[src/rtl/hostif_pkg.sv]
// Shared types for the display host port.
// Assumes all host strobes are sampled together by a single synchronizer.
package hostif_pkg;

    typedef struct packed {
        logic wr;
        logic rd_n;
        logic sel_n;
        logic blank_n;
        logic bright;
        logic reset_n;
    } strobe_t;

    localparam strobe_t STROBE_IDLE = '{wr: 1'b1, rd_n: 1'b1, sel_n: 1'b1,
                                         blank_n: 1'b1, bright: 1'b1, reset_n: 1'b1};

endpackage

[src/rtl/hif_sync.sv]
// Two-flop synchronizer for a bundle of asynchronous host signals.
// Assumes each bit is independently asynchronous; multi-bit values are only
// used when the host holds them stable around the qualifying strobe.
module hif_sync #(
    parameter int          W         = 1,
    parameter logic [W-1:0] RESET_VAL = '0
) (
    input  logic         clk,
    input  logic         rst_n,
    input  logic [W-1:0] d,
    output logic [W-1:0] q
);
    logic [W-1:0] stage1;

    // Two-stage resample of the asynchronous inputs.
    always_ff @(posedge clk) begin
        if (!rst_n) begin
            stage1 <= RESET_VAL;
            q      <= RESET_VAL;
        end else begin
            stage1 <= d;
            q      <= stage1;
        end
    end
endmodule

[src/rtl/hif_fifo.sv]
// Count-based synchronous FIFO with combinational head output.
// Assumes push while full and pop while empty are ignored here.
module hif_fifo #(
    parameter int W     = 8,
    parameter int DEPTH = 16
) (
    input  logic         clk,
    input  logic         rst_n,
    input  logic         push,
    input  logic [W-1:0] din,
    input  logic         pop,
    output logic [W-1:0] dout,
    output logic         full,
    output logic         empty
);
    localparam int AW = (DEPTH > 1) ? $clog2(DEPTH) : 1;
    localparam int CW = $clog2(DEPTH + 1);

    logic [W-1:0]  mem [DEPTH];
    logic [AW-1:0] wptr, rptr;
    logic [CW-1:0] count;
    logic          do_push, do_pop;

    assign full    = (count == CW'(DEPTH));
    assign empty   = (count == '0);
    assign do_push = push && !full;
    assign do_pop  = pop && !empty;
    assign dout    = mem[rptr];

    // Storage write, no reset needed on data.
    always_ff @(posedge clk) begin
        if (do_push) mem[wptr] <= din;
    end

    // Pointer and occupancy update.
    always_ff @(posedge clk) begin
        if (!rst_n) begin
            wptr  <= '0;
            rptr  <= '0;
            count <= '0;
        end else begin
            if (do_push) wptr <= (wptr == AW'(DEPTH - 1)) ? '0 : wptr + 1'b1;
            if (do_pop)  rptr <= (rptr == AW'(DEPTH - 1)) ? '0 : rptr + 1'b1;
            case ({do_push, do_pop})
                2'b10:   count <= count + 1'b1;
                2'b01:   count <= count - 1'b1;
                default: count <= count;
            endcase
        end
    end
endmodule

[src/rtl/hif_timer.sv]
// Down-counter that keeps a flag high for a fixed number of cycles.
// Used both for the reset cycle and the per-byte processing window.
// Assumes load wins over counting.
module hif_timer #(
    parameter int CYCLES = 4
) (
    input  logic clk,
    input  logic rst_n,
    input  logic load,
    output logic active
);
    localparam int CW = (CYCLES > 0) ? $clog2(CYCLES + 1) : 1;

    logic [CW-1:0] cnt;

    assign active = (cnt != '0);

    // Reload on request, otherwise count down to zero.
    always_ff @(posedge clk) begin
        if (!rst_n)      cnt <= '0;
        else if (load)   cnt <= CW'(CYCLES);
        else if (active) cnt <= cnt - 1'b1;
    end
endmodule

[src/rtl/panel_host_port.sv]
// Module-side port of an asynchronous 8-bit host bus for a display.
// Synchronizes all host strobes, captures bytes on write rising edges,
// serves reply bytes on reads, and drives busy / data-present handshakes.
// Assumes the host holds data stable from WR low until after WR high has
// been sampled, and keeps strobes stable for at least three clock cycles.
module panel_host_port
    import hostif_pkg::*;
#(
    parameter int DW          = 8,
    parameter int RX_DEPTH    = 16,
    parameter int TX_DEPTH    = 4,
    parameter int PROC_CYCLES = 4,
    parameter int RST_CYCLES  = 12_500_000
) (
    input  logic          clk,
    input  logic          rst_n,
    input  logic [DW-1:0] hst_data_in,
    output logic [DW-1:0] hst_data_out,
    output logic          hst_data_oe,
    input  logic          hst_wr,
    input  logic          hst_rd_n,
    input  logic          hst_sel_n,
    input  logic          hst_reset_n,
    input  logic          hst_blank_n,
    input  logic          hst_bright,
    output logic          hst_busy,
    output logic          hst_avail,
    output logic          rx_valid,
    input  logic          rx_ready,
    output logic [DW-1:0] rx_data,
    output logic          rx_drop,
    input  logic          tx_valid,
    output logic          tx_ready,
    input  logic [DW-1:0] tx_data,
    output logic          disp_blank,
    output logic          disp_full_bright
);
    localparam int SW = $bits(strobe_t);

    strobe_t       stb_raw, stb_s;
    logic [DW-1:0] data_s;
    logic          core_rst_n;
    logic          wr_q, rd_active;
    logic          wr_rise, rd_done, read_cond;
    logic          rx_push, rx_full, rx_empty;
    logic          tx_full, tx_empty;
    logic [DW-1:0] tx_head;
    logic          rst_active, proc_active;

    assign stb_raw = '{wr: hst_wr, rd_n: hst_rd_n, sel_n: hst_sel_n,
                       blank_n: hst_blank_n, bright: hst_bright, reset_n: hst_reset_n};

    hif_sync #(
        .W         (SW + DW),
        .RESET_VAL ({STROBE_IDLE, {DW{1'b0}}})
    ) u_sync (
        .clk   (clk),
        .rst_n (rst_n),
        .d     ({stb_raw, hst_data_in}),
        .q     ({stb_s, data_s})
    );

    assign core_rst_n = rst_n && stb_s.reset_n;

    // Edge history for write and read strobes.
    always_ff @(posedge clk) begin
        if (!core_rst_n) begin
            wr_q      <= 1'b1;
            rd_active <= 1'b0;
        end else begin
            wr_q      <= stb_s.wr;
            rd_active <= read_cond;
        end
    end

    assign read_cond = !stb_s.sel_n && !stb_s.rd_n && stb_s.wr;
    assign wr_rise   = stb_s.wr && !wr_q && !stb_s.sel_n && stb_s.rd_n && !rst_active;
    assign rd_done   = rd_active && stb_s.rd_n;
    assign rx_push   = wr_rise && !rx_full;

    // Receive side: host writes in, consumer drains.
    hif_fifo #(.W(DW), .DEPTH(RX_DEPTH)) u_rx_fifo (
        .clk   (clk),
        .rst_n (core_rst_n),
        .push  (rx_push),
        .din   (data_s),
        .pop   (rx_ready),
        .dout  (rx_data),
        .full  (rx_full),
        .empty (rx_empty)
    );

    // Response side: producer fills, host reads out.
    hif_fifo #(.W(DW), .DEPTH(TX_DEPTH)) u_tx_fifo (
        .clk   (clk),
        .rst_n (core_rst_n),
        .push  (tx_valid),
        .din   (tx_data),
        .pop   (rd_done),
        .dout  (tx_head),
        .full  (tx_full),
        .empty (tx_empty)
    );

    // Reset cycle: reloaded throughout any core reset.
    hif_timer #(.CYCLES(RST_CYCLES)) u_rst_timer (
        .clk    (clk),
        .rst_n  (1'b1),
        .load   (!core_rst_n),
        .active (rst_active)
    );

    // Processing window after each captured byte.
    hif_timer #(.CYCLES(PROC_CYCLES)) u_proc_timer (
        .clk    (clk),
        .rst_n  (core_rst_n),
        .load   (rx_push),
        .active (proc_active)
    );

    // Lost-write indication.
    always_ff @(posedge clk) begin
        if (!core_rst_n) rx_drop <= 1'b0;
        else             rx_drop <= wr_rise && rx_full;
    end

    assign rx_valid         = !rx_empty;
    assign tx_ready         = !tx_full;
    assign hst_avail        = !tx_empty;
    assign hst_data_oe      = read_cond;
    assign hst_data_out     = tx_empty ? '0 : tx_head;
    assign hst_busy         = !core_rst_n || rst_active || proc_active || rx_full;
    assign disp_blank       = !stb_s.blank_n;
    assign disp_full_bright = stb_s.bright;

endmodule

[config.mk]
export PLATFORM = sky130hd
export DESIGN_NAME = panel_host_port
export DESIGN_NICKNAME = d
export VERILOG_FILES = /design/src/rtl/hostif_pkg.sv /design/src/rtl/hif_sync.sv /design/src/rtl/hif_fifo.sv /design/src/rtl/hif_timer.sv /design/src/rtl/panel_host_port.sv
export SDC_FILE = /design/constraint.sdc
export NUM_CORES = 1
export LEC_CHECK = 0
export BUFFER_PORTS_ARGS = -buffer_cell sky130_fd_sc_hd__buf_2
export CAP_MARGIN = 10
export CORE_ASPECT_RATIO = 1.1
export CORE_MARGIN = 4
export CORE_UTILIZATION = 60
export DETAILED_ROUTE_END_ITERATION = 16
export PLACE_DENSITY = 0.78
export SYNTH_ARGS = -nofsm -noshare
export SYNTH_HDL_FRONTEND = slang
export SYNTH_SLANG_ARGS = --single-unit
[constraint.sdc]
create_clock -name clk -period 7.6 [get_ports clk]
set_input_delay 1.52 -clock clk [delete_from_list [all_inputs] [get_ports clk]]
set_output_delay 1.52 -clock clk [all_outputs]
set_load 0.02 [all_outputs]
Word level (Yosys, flattened, before mapping)
Memory sizes are Yosys's and may differ from the RTL's. A register that Yosys moved wholly into a read port is not among the register bits.
Index checks and enable logic that the tools add are counted.
Operators by class
  divide/modulo/power cells: 0
  reductions and logical operators: 35
  shift operators: 0
  muxes and demuxes: 17
  add/sub/neg operators: 10
  eq/ne operators: 10
  order comparisons: 0
  bitwise operators: 1
  multipliers: 0
Operators by type and width (count)
  24-bit nonzero test: 1
  24-bit by 1-bit subtractor with 24-bit output (second input constant): 1
  4-bit two-way mux: 4
  1-bit logical AND: 14
  1-bit zero test: 10
  5-bit case mux with 2 select lines: 1
  4-bit by 1-bit adder with 4-bit output (second input constant): 2
  2-bit equality test (second input constant): 4
  4-bit equality test (second input constant): 2
  2-bit two-way mux: 4
  8-bit two-way mux: 1
  3-bit two-way mux: 2
  3-bit case mux with 2 select lines: 1
  2-bit nonzero test: 3
  3-bit by 1-bit subtractor with 3-bit output (second input constant): 2
  5-bit by 1-bit adder with 5-bit output (second input constant): 1
  5-bit equality test (second input constant): 1
  5-bit zero test: 1
  5-bit by 1-bit subtractor with 5-bit output (second input constant): 1
  2-bit by 1-bit adder with 2-bit output (second input constant): 2
  2-bit by 1-bit equality test with 1-bit output (second input constant): 2
  1-bit two-way mux: 4
  3-bit by 1-bit adder with 3-bit output (second input constant): 1
  3-bit equality test (second input constant): 1
  other kinds (5): 7
Word-level totals
  flip-flop bits (word level): 78
  input port bits: 26
  output and inout port bits: 24
  memories: 2
  bits in read-only memories: 0
  logic and storage cells: 89
  bits in latches: 0
  bits in writable memories: 160
Memory list
  u_rx_fifo.mem: words 16, width 8, read ports 1, clocked after memory_dff 1, write ports 1, line hif_fifo.sv:19  | logic [W-1:0] mem [DEPTH];
  u_tx_fifo.mem: words 4, width 8, read ports 1, clocked after memory_dff 1, write ports 1, line hif_fifo.sv:19

Logic depth before layout (Yosys ltp)
Gate-level depths: netlist of run 1.
  depth in word-level cells: 9
  mapped depth: 15

Cells and area by module
From an unflattened synthesis of run 1, not the netlist that was laid out.
Unflattened totals
  cell total of the unflattened synthesis: 638
  area total of the unflattened synthesis: 9892.0 sq um
By module, submodules not included
  hif_fifo (u_rx_fifo): times used 1, cells an instance 294, area an instance 5829.3 sq um
  hif_fifo (u_tx_fifo): times used 1, cells an instance 98, area an instance 1644.1 sq um
  hif_timer (u_rst_timer): times used 1, cells an instance 142, area an instance 1295.0 sq um
  hif_sync: times used 1, cells an instance 58, area an instance 757.0 sq um
  panel_host_port: times used 1, cells an instance 28, area an instance 198.9 sq um
  hif_timer (u_proc_timer): times used 1, cells an instance 18, area an instance 167.7 sq um

Least setup slack after synthesis of run 1
OpenSTA, ideal clock, no wires.
  kind: input-to-output
  from: in rst_n
  to: out hst_busy
  path slack: 4.128 ns
  required time: 6.080 ns
  buffers on the path: 0
  stages: 3
  arrival time: 1.952 ns
  path through: nand2_1 nor2_1 nand3_1
On the way
  word-level cells in the longest chain between the ends: 5
Ends and longest elaborated chain
  from (decl): line panel_host_port.sv:16  | input logic rst_n,
  1-bit logical AND: line panel_host_port.sv:63  | assign core_rst_n = rst_n && stb_s.reset_n;
  1-bit zero test
  1-bit logical OR (3 in series): line panel_host_port.sv:132  | assign hst_busy = !core_rst_n || rst_active || proc_active || rx_full;
  to (decl): line panel_host_port.sv:26  | output logic hst_busy,
No other way between the ends.

==> impl_metrics.csv, run 1 <==
group,metric,value,unit
setup_path,path_depth,3,
outcome,status,"completed",
clocking,cts_tree,"built",
sta,slew_headroom,23.8,%
finish,fill_cells,1074,
power,vdd_drop_max,0.186,mV
synth,ys_seq_area_share,67.5,%
setup_path,r2r-start,"u_rst_timer.cnt[8]$_SDFFE_PN0P_",
synth,synthTopCellsByArea,"edfxtp_1 50%, dfxtp_1 17%, mux4_2 11%",
power,power_leakage,4.01,nW
finish,drive_above_1_share,20.3,%
sta,worst_clock_skew,8.23,ps
synth,yosysMostFrequentCell,"edfxtp_1",
setup_path,critPathLaunchType,"register",
global_routing,grt_max_degree,35,
finish,multi_input_area,2930,µm²
detailed_routing,drtAntennaViolNets,0,
die,ioPinCount,50,
sta,finalHoldViolations,0,
finish,nets,728,
clocking,cts_buffers,22,
synth,synth_edf_count,160,
setup_path,rrSetupSlack,4190,ps
detailed_routing,vias,5337,
sta,finalSetupTns,0,ps
clocking,holdBufCountCts,0,
clocking,clkTransAtPathRegs,60,ps
power,power_density,243,nW/µm²
global_routing,grt_pass1_vias,5494,
sta,worstMarginPinSlew,1140,ps
sta,rsz0062_at_grt,"no",
detailed_routing,routedWlPerCell,20.8,µm
setup_path,crit_family,"multiplexers",
place,place_congestion,0.799,
finish,area_growth,11.7,%
detailed_routing,firstDrtPassIters,7,
synth,syn_nets,679,
clocking,cts_sinks,244,
run,maxCapViolCount,0,
clocking,cts-resized-gates,0,
place,place_inst,858,
global_routing,overflow,0,
setup_path,critPathKind,"register to output port",
synth,synthTopCellsByCount,"160 x edfxtp_1, 84 x dfxtp_1, 48 x mux4_2, 46 x nor2_1, 36 x nand2_1",
die,rows,48,
die,die_height,141,µm
setup_path,cpPeakStageDelay,1060,ps
synth,synth_cell_types,50,
setup_path,crit_chain,"mux4_2 -> mux4_2 -> buf_2",
worst_hold_path,min_path_cells,1,
synth,yosysWarningCount,0,
global_routing,antenna_found_initial,0,
die,die_area,18100,µm²
synth,yosysTopAreaCell,"edfxtp_1",
place,portBuffers,49,
global_routing,grt_usage,21.3,%
setup_path,cp_slowest_cell,"dfxtp_2",
sta,fmax,228,MHz
detailed_routing,drc,0,
sta,setup_violations,0,
die,dieWidth,129,µm
sta,final_max_slew_viol_count,0,
die,initial_core_util,61.1,%
clocking,cts_setup_buffers,0,
setup_path,cp_num_buf_inv,1,
clocking,clockBufferDepth,3,
sta,finalCritPeriodShare,57.7,%
setup_path,crit_path_end,"rx_data[5]",
clocking,htree_levels,1,
global_routing,grt_pass1_wl,29.8,mm
worst_hold_path,holdCritPathClass,"register to register",
finish,regArea,6490,µm²
setup_path,crit_top_cell,"mux4_2",
finish,antennaDiodeCount,0,
clocking,worstSkewPairLatency,500,ps
synth,ys_ff_latch,244,
setup_path,cp.required,6080,ps
synth,ys_async_sr_fraction,0,%
sta,period_needed,4390,ps
detailed_routing,drt_iter0_drc,416,
worst_hold_path,worstHoldStart,"u_sync.stage1[13]$_SDFF_PN1_",
detailed_routing,routed_wl,18.7,mm
synth,syn_inst,633,
detailed_routing,via_per_inst,5.94,
setup_path,r2r-end,"u_rx_fifo.count[4]$_SDFFE_PN0P_",
clocking,cts_root_buffer,"clkbuf_16",
setup_path,arrival,2870,ps
synth,ys.flop_type,"edfxtp_1",
setup_path,cp_max_fo,32,
synth,yosysTopAreaCellShare,50.0,%
place,dpl.hpwl,12.2,mm
die,core_area,15700,µm²
finish,instances_no_fill,898,
synth,synth_area,9620,µm²
setup_path,rr_worst_depth,12,
setup_path,endpoint_kind,"output port",
synth,syn_avg_cell_area,15.2,µm²
power by group:
| part | switching [mW] | internal (mW) | total [mW] |
|---|---|---|---|
| Clock | 0.446 | 0.626 | 1.07 |
| Combinational | 0.0510 | 0.0353 | 0.0863 |
| Sequential | 0.0206 | 1.43 | 1.45 |
| Total | 0.517 | 2.09 | 2.61 |
cell type report:
type | instances | area share, %
Clock inverter | 8 | 0.559
Sequential cell | 244 | 60.4
Clock buffer | 32 | 6.05
Timing Repair Buffer | 55 | 2.70
Multi-Input combinational cell | 340 | 27.3
Tap cell | 200 | 2.33
Inverter | 19 | 0.687
cell usage in the layout (no fill, tap or decap), types with 6 or more instances in the layout:
master / instances
nor3_1: 18
nand2_1: 36
buf_2: 49
buf_4: 6
mux4_2: 48
and2_1: 28
a21oi_1: 20
ha_1: 19
xor2_1: 10
nor2_1: 46
nand3_1: 9
nor4_1: 10
nand2b_1: 15
o21ai_0: 10
and3_1: 9
clkbuf_16: 23
inv_1: 17
xnor2_1: 16
dfxtp_1: 83
or3_1: 6
edfxtp_1: 160
registers in the layout (all words and copies together) (netlist names), named ones only:
register / count
u_sync.q: 14
u_rx_fifo.count: 5
u_tx_fifo.mem: 32
u_rx_fifo.rptr: 4
rx_drop: 1
u_sync.stage1: 14
wr_q: 1
u_tx_fifo.rptr: 2
u_tx_fifo.wptr: 2
rd_active: 1
u_rst_timer.cnt: 24
u_proc_timer.cnt: 3
u_tx_fifo.count: 3
u_rx_fifo.wptr: 4
u_rx_fifo.mem: 128
cells by family after synthesis:
group                      synth area share (%)
muxes                                      11.7
and+or+nand+nor                            11.0
AOI/OAI and AO/OA                          2.71
xor gates and xnor gates                   2.37
adders and majority gates                  2.68
DFF                                        67.5
buffers and inverters                      2.08
metal layers:
| metal | wire, µm | vias up | GRT usage (%) |
|---|---|---|---|
| met2 | 10000 | 186 | 37.8 |
| met4 | 458 | 0 | 6.08 |
| li1 | - | 2462 | - |
| met5 | 0 | - | 0 |
| met3 | 1010 | 36 | 2.99 |
| met1 | 7210 | 2653 | 27.4 |
per-stage QoR:
stage               worst slack (ps)  power [mW]  util [%]  cell area [µm²]  hold slack (ps)
finish                          3210        2.61      68.3            10700              406
detailed placement              3610        1.57      63.7            10000              394
global placement                3720        1.56      63.7            10000              391
floorplan                       4130        1.53         -             9620              386
global route                    3010        2.70      68.3            10700              428
CTS                             3140        2.63      68.3            10700              408
worst min-delay path by stage:
stage                                          to  slack [ps]
after floorplan           u_sync.q[10]$_SDFF_PN1_         390
after global placement    u_sync.q[11]$_SDFF_PN1_         390
after detailed placement  u_sync.q[13]$_SDFF_PN1_         390
after CTS                 u_sync.q[13]$_SDFF_PN1_         410
after global routing      u_sync.q[13]$_SDFF_PN1_         430
final                     u_sync.q[13]$_SDFF_PN1_         410
Note: power is estimated with default switching activity, not from simulation.
==> run 2: changes to the inputs <==
ABC_AREA = 1   (was unset)
clock period = 4.38 ns   (was 7.6 ns; I/O delays follow)
==> impl_metrics.csv, run 2 <==
group,metric,value,unit
power,power_density,431,nW/µm²
setup_path,critPathKind,"register to output port",
synth,syn_inst,931,
global_routing,antenna_found_initial,0,
global_routing,grt_usage,21.2,%
detailed_routing,drc,0,
clocking,holdBufCountCts,0,
global_routing,grt_pass1_vias,6462,
synth,yosysWarningCount,0,
sta,setup_violations,0,
finish,antennaDiodeCount,0,
sta,fmax,299,MHz
synth,ys_seq_area_share,64.5,%
setup_path,crit_family,"flip-flops",
setup_path,cp_max_fo,71,
clocking,cts_sinks,244,
synth,yosysTopAreaCell,"edfxtp_1",
detailed_routing,routed_wl,20.2,mm
die,die_height,144,µm
sta,holdWs,396,ps
synth,syn_nets,977,
power,vdd_drop_max,0.388,mV
synth,ys_async_sr_fraction,0,%
die,rows,49,
clocking,worstSkewPairLatency,510,ps
setup_path,crit_chain,"buf_4 -> mux2i_1 -> o21ai_0 -> o211ai_1 -> nand2_1 -> buf_2",
power,total_power,4.90,mW
synth,synthAdderAreaFrac,2.56,%
sta,finalSetupTns,0,ps
finish,drive_above_1_share,12.6,%
clocking,clockBufferDepth,3,
finish,nets,1026,
sta,period_needed,3340,ps
setup_path,cp_slowest_cell,"dfxtp_4",
synth,synth_top_family_by_area,"simple AND/OR/NAND/NOR gates",
detailed_routing,routedWlPerCell,16.8,µm
outcome,status,"completed",
detailed_routing,vias,6742,
setup_path,cp.required,3500,ps
synth,syn_avg_cell_area,10.8,µm²
sta,finalHoldViolations,0,
place,dpl.hpwl,12.9,mm
sta,slew_headroom,34.7,%
run,maxCapViolCount,0,
die,core_area,16400,µm²
sta,final_max_slew_viol_count,0,
sta,rsz0062_at_grt,"no",
place,portBuffers,49,
detailed_routing,firstDrtPassIters,8,
synth,synth_xor_xnor_area_share,0.871,%
clocking,cts_tree,"built",
die,die_area,18900,µm²
place,place_congestion,0.827,
finish,final_util,69.2,%
clocking,htree_levels,1,
sta,finalCritPeriodShare,76.4,%
die,initial_core_util,61.2,%
finish,reg.largest.list,"u_rx_fifo.mem (128), u_tx_fifo.mem (32), u_rst_timer.cnt (24)",
finish,fill_cells,1164,
setup_path,endpoint_kind,"output port",
detailed_routing,via_per_inst,5.61,
synth,synth_edf_count,160,
finish,area_growth,12.9,%
global_routing,grt_max_degree,72,
die,ioPinCount,50,
synth,ys_ff_latch,244,
finish,largest_reg_flops,128,
synth,synthTopCellsByArea,"edfxtp_1 48%, dfxtp_1 17%, inv_1 4.7%",
global_routing,overflow,0,
synth,synth_area,10100,µm²
clocking,cts_setup_buffers,0,
finish,mostFrequentLayoutCell,"edfxtp_1",
synth,ys.flop_type,"edfxtp_1",
synth,synth_compound_area_share,10.3,%
power,power_leakage,4.48,nW
setup_path,arrival,2470,ps
setup_path,critPathLaunchType,"register",
finish,final_cell_mix,"160 x edfxtp_1, 127 x inv_1, 101 x nor2_1",
synth,synth_cell_types,40,
setup_path,cpPeakStageDelay,870,ps
clocking,clkTransAtPathRegs,60,ps
detailed_routing,drtAntennaViolNets,0,
synth,synth_simple_gate_area_share,12.5,%
sta,worst_clock_skew,12.7,ps
worst_hold_path,holdCritPathClass,"register to register",
synth,synthMuxAreaShare,3.18,%
detailed_routing,drt_iter0_drc,636,
clocking,cts-resized-gates,0,
setup_path,cp_num_buf_inv,2,
finish,largest_register,"u_rx_fifo.mem",
clocking,cts_root_buffer,"clkbuf_16",
synth,yosysTopAreaCellShare,47.8,%
synth,yosysMostFrequentCell,"edfxtp_1",
global_routing,grt_pass1_wl,32.4,mm
synth,synthTopCellsByCount,"160 x edfxtp_1, 127 x inv_1, 101 x nor2_1, 97 x nand2_1, 84 x dfxtp_1",
clocking,cts_buffers,24,
sta,worstMarginPinSlew,978,ps
die,dieWidth,131,µm
==> run 2: area by class of cell <==
| cell class | count | area (µm²) | area share [%] |
|---|---|---|---|
| sequential | 244 | 6490 | 57.1 |
| multi-input combinational | 526 | 2960 | 26.1 |
| clock buffer | 33 | 743 | 6.54 |
| inverter | 129 | 484 | 4.26 |
| timing repair buffer | 55 | 290 | 2.55 |
| tap | 204 | 255 | 2.25 |
| clock inverter | 11 | 138 | 1.21 |
==> run 2: cells by family after synthesis <==
logic type      count (synthesis)
compound gates                187
xor+xnor                       10
fa+ha+maj                      20
buf+inv                       161
flops                         244
mux                            32
simple gates                  277
==> run 2: report_power, final <==
group          switching, mW  internal (mW)  leakage [nW]
combinational          0.117         0.0566          1.64
clock                  0.834           1.37         0.444
sequential            0.0359           2.48          2.39
==> run 2: per-layer routing <==
metal  track usage, %  wire [µm]
met1             27.6       8360
met2             37.1       9980
met3             3.05       1250
met4             7.41        570
met5                0          0
==> run 2: path summary, 6_finish.rpt <==
path / to / slack, ps / startpoint / cells past startpoint
max: rx_data[1] / 1040 / register / 6
min: u_sync.q[8]$_SDFF_PN1_ / 400 / u_sync.stage1[8]$_SDFF_PN1_ / 2
max reg2reg: u_rx_fifo.mem[5][2]$_DFFE_PP_ / 1610 / u_rst_timer.cnt[0]$_SDFFE_PN0P_ / 9
min reg2reg: u_sync.q[8]$_SDFF_PN1_ / 400 / u_sync.stage1[8]$_SDFF_PN1_ / 2
==> run 2: through the flow <==
stage	instances	worst slack, ps	area (µm²)
floorplan	931	1860	10100
global placement	1158	1560	10500
detailed placement	1158	1530	10500
CTS	1202	1030	11400
global route	1202	882	11400
finish	1202	1040	11400
==> run 2: tightest hold or removal path: cells and delay by family (launching register included) <==
family / cells / cell delay, ps
buffers and inverters: 1 / 30
AND/OR/NAND/NOR: 1 / 40
flip-flops: 1 / 300
==> run 3: changes to the inputs <==
clock period = 3.2 ns   (was 4.38 ns; I/O delays follow)
==> impl_metrics.csv, run 3 (synthesis gave the netlist of run 2 again) <==
group,metric,value,unit
setup_path,r2r-start,"u_rst_timer.cnt[0]$_SDFFE_PN0P_",
run,maxCapViolCount,0,
die,dieWidth,131,µm
sta,period_needed,2950,ps
sta,final_max_slew_viol_count,0,
sta,finalHoldViolations,0,
clocking,clkTransAtPathRegs,60,ps
die,ioPinCount,50,
setup_path,cp_max_fo,24,
place,post-place-ws,639,ps
power,power_leakage,4.42,nW
finish,area_growth,11.8,%
finish,antennaDiodeCount,0,
clocking,cts_setup_buffers,0,
power,power_density,559,nW/µm²
die,core_area,16400,µm²
place,place_congestion,0.806,
power,seqPwrFrac,54.9,%
die,initial_core_util,61.2,%
die,die_area,18900,µm²
place,portBuffers,49,
power,vdd_drop_max,0.466,mV
setup_path,crit_chain,"buf_4 -> mux2i_1 -> o21ai_0 -> o211ai_1 -> nand2_1 -> buf_2",
finish,final_cell_mix,"160 x edfxtp_1, 127 x inv_1, 101 x nor2_1",
finish,largest_reg_flops,128,
clocking,cts-resized-gates,0,
detailed_routing,via_per_inst,5.52,
clocking,cts_root_buffer,"clkbuf_16",
detailed_routing,drtAntennaViolNets,0,
global_routing,grt_pass1_wl,32.4,mm
detailed_routing,drc,0,
setup_path,critPathKind,"register to output port",
finish,nets,1029,
global_routing,grt_usage,21.5,%
clocking,worstSkewPairLatency,510,ps
global_routing,grt_max_degree,62,
power,clkPwrFrac,41.4,%
setup_path,endpoint_kind,"output port",
finish,drive_above_1_share,12.3,%
setup_path,arrival,2310,ps
finish,largest_register,"u_rx_fifo.mem",
sta,fmax,339,MHz
outcome,status,"completed",
clocking,htree_levels,1,
clocking,cts_sinks,244,
power,p_int,4.98,mW
clocking,holdBufCountCts,0,
die,rows,49,
detailed_routing,drt_iter0_drc,542,
worst_hold_path,worstHoldStart,"hst_blank_n",
clocking,cts_buffers,24,
clocking,cts_tree,"built",
finish,mostFrequentLayoutCell,"edfxtp_1",
place,dpl.hpwl,12.7,mm
global_routing,overflow,0,
worst_hold_path,holdCritPathClass,"input port to register",
global_routing,grt_pass1_vias,6444,
power,pwr-share-comb,3.7,%
sta,finalSetupTns,0,ps
detailed_routing,routed_wl,20.0,mm
setup_path,cp.required,2560,ps
setup_path,cpPeakStageDelay,480,ps
setup_path,cp_slowest_cell,"dfxtp_4",
sta,slew_headroom,45.8,%
detailed_routing,routedWlPerCell,16.6,µm
power,power.switching,1.31,mW
sta,worst_clock_skew,6.92,ps
global_routing,antenna_found_initial,0,
detailed_routing,vias,6646,
sta,worstMarginPinSlew,812,ps
clocking,clockBufferDepth,3,
finish,reg.largest.list,"u_rx_fifo.mem (128), u_tx_fifo.mem (32), u_rst_timer.cnt (24)",
sta,rsz0062_at_grt,"no",
setup_path,critPathLaunchType,"register",
sta,worst_slack,253,ps
die,die_height,144,µm
power,switching_share,20.9,%
detailed_routing,firstDrtPassIters,5,
sta,finalCritPeriodShare,92.1,%
finish,fill_cells,1216,
sta,setup_violations,0,
[run 3: cell type report]
cell class | instances | area [µm²] | share of cell area (%)
multi-input combinational | 526 | 2960 | 26.3
timing repair buffer | 58 | 325 | 2.89
clock buffer | 36 | 691 | 6.14
clock inverter | 8 | 43.8 | 0.389
inverter | 129 | 484 | 4.30
tap | 204 | 255 | 2.27
sequential | 244 | 6490 | 57.7
[run 3: final timing paths]
kind,cells past startpoint,end,slack [ps]
min reg2reg,2,u_sync.q[11]$_SDFF_PN1_,400
min,3,u_sync.stage1[10]$_SDFF_PN1_,300
max,6,rx_data[3],250
max reg2reg,9,u_rx_fifo.mem[8][3]$_DFFE_PP_,520
[run 3: metal layers]
| metal | global-route usage (%) | part of all wire (%) | up-vias | wire length, µm |
|---|---|---|---|---|
| li1 | - | - | 3287 | - |
| met1 | 27.2 | 42 | 3132 | 8410 |
| met2 | 38.4 | 50 | 191 | 9950 |
| met3 | 3.61 | 5.7 | 36 | 1150 |
| met4 | 7.19 | 2.4 | 0 | 476 |
| met5 | 0 | 0 | - | 0 |
[run 3: metrics by stage]
step                      std cells  total power [mW]  instance area (µm²)  hold slack, ps  utilization [%]
after CTS                      1205              6.32                11300             286             68.5
final                          1205              6.29                11300             298             68.5
after floorplan                 931              3.66                10100             380                -
after detailed placement       1161              3.76                10500             386             64.0
after global routing           1205              6.52                11300             303             68.5
after global placement         1161              3.75                10500             381             64.0
[run 3: critical path, delay by kind of cell (launching register included)]
family	cells	cell delay (ps)
buffers and inverters	2	500
flip-flops	1	480
AO/OA/AOI/OAI	2	470
multiplexers	1	280
AND/OR/NAND/NOR	1	80
[run 3: power groups by stage]
| stage | logic, mW | clock network (mW) | registers [mW] |
|---|---|---|---|
| 2_1_floorplan | 0.164 | 0 | 3.50 |
| 3_3_place_gp | 0.233 | 0 | 3.52 |
| 3_5_place_dp | 0.237 | 0 | 3.52 |
| 4_1_cts | 0.238 | 2.63 | 3.45 |
| 5_1_grt | 0.272 | 2.80 | 3.46 |
| 6_report | 0.234 | 2.60 | 3.45 |
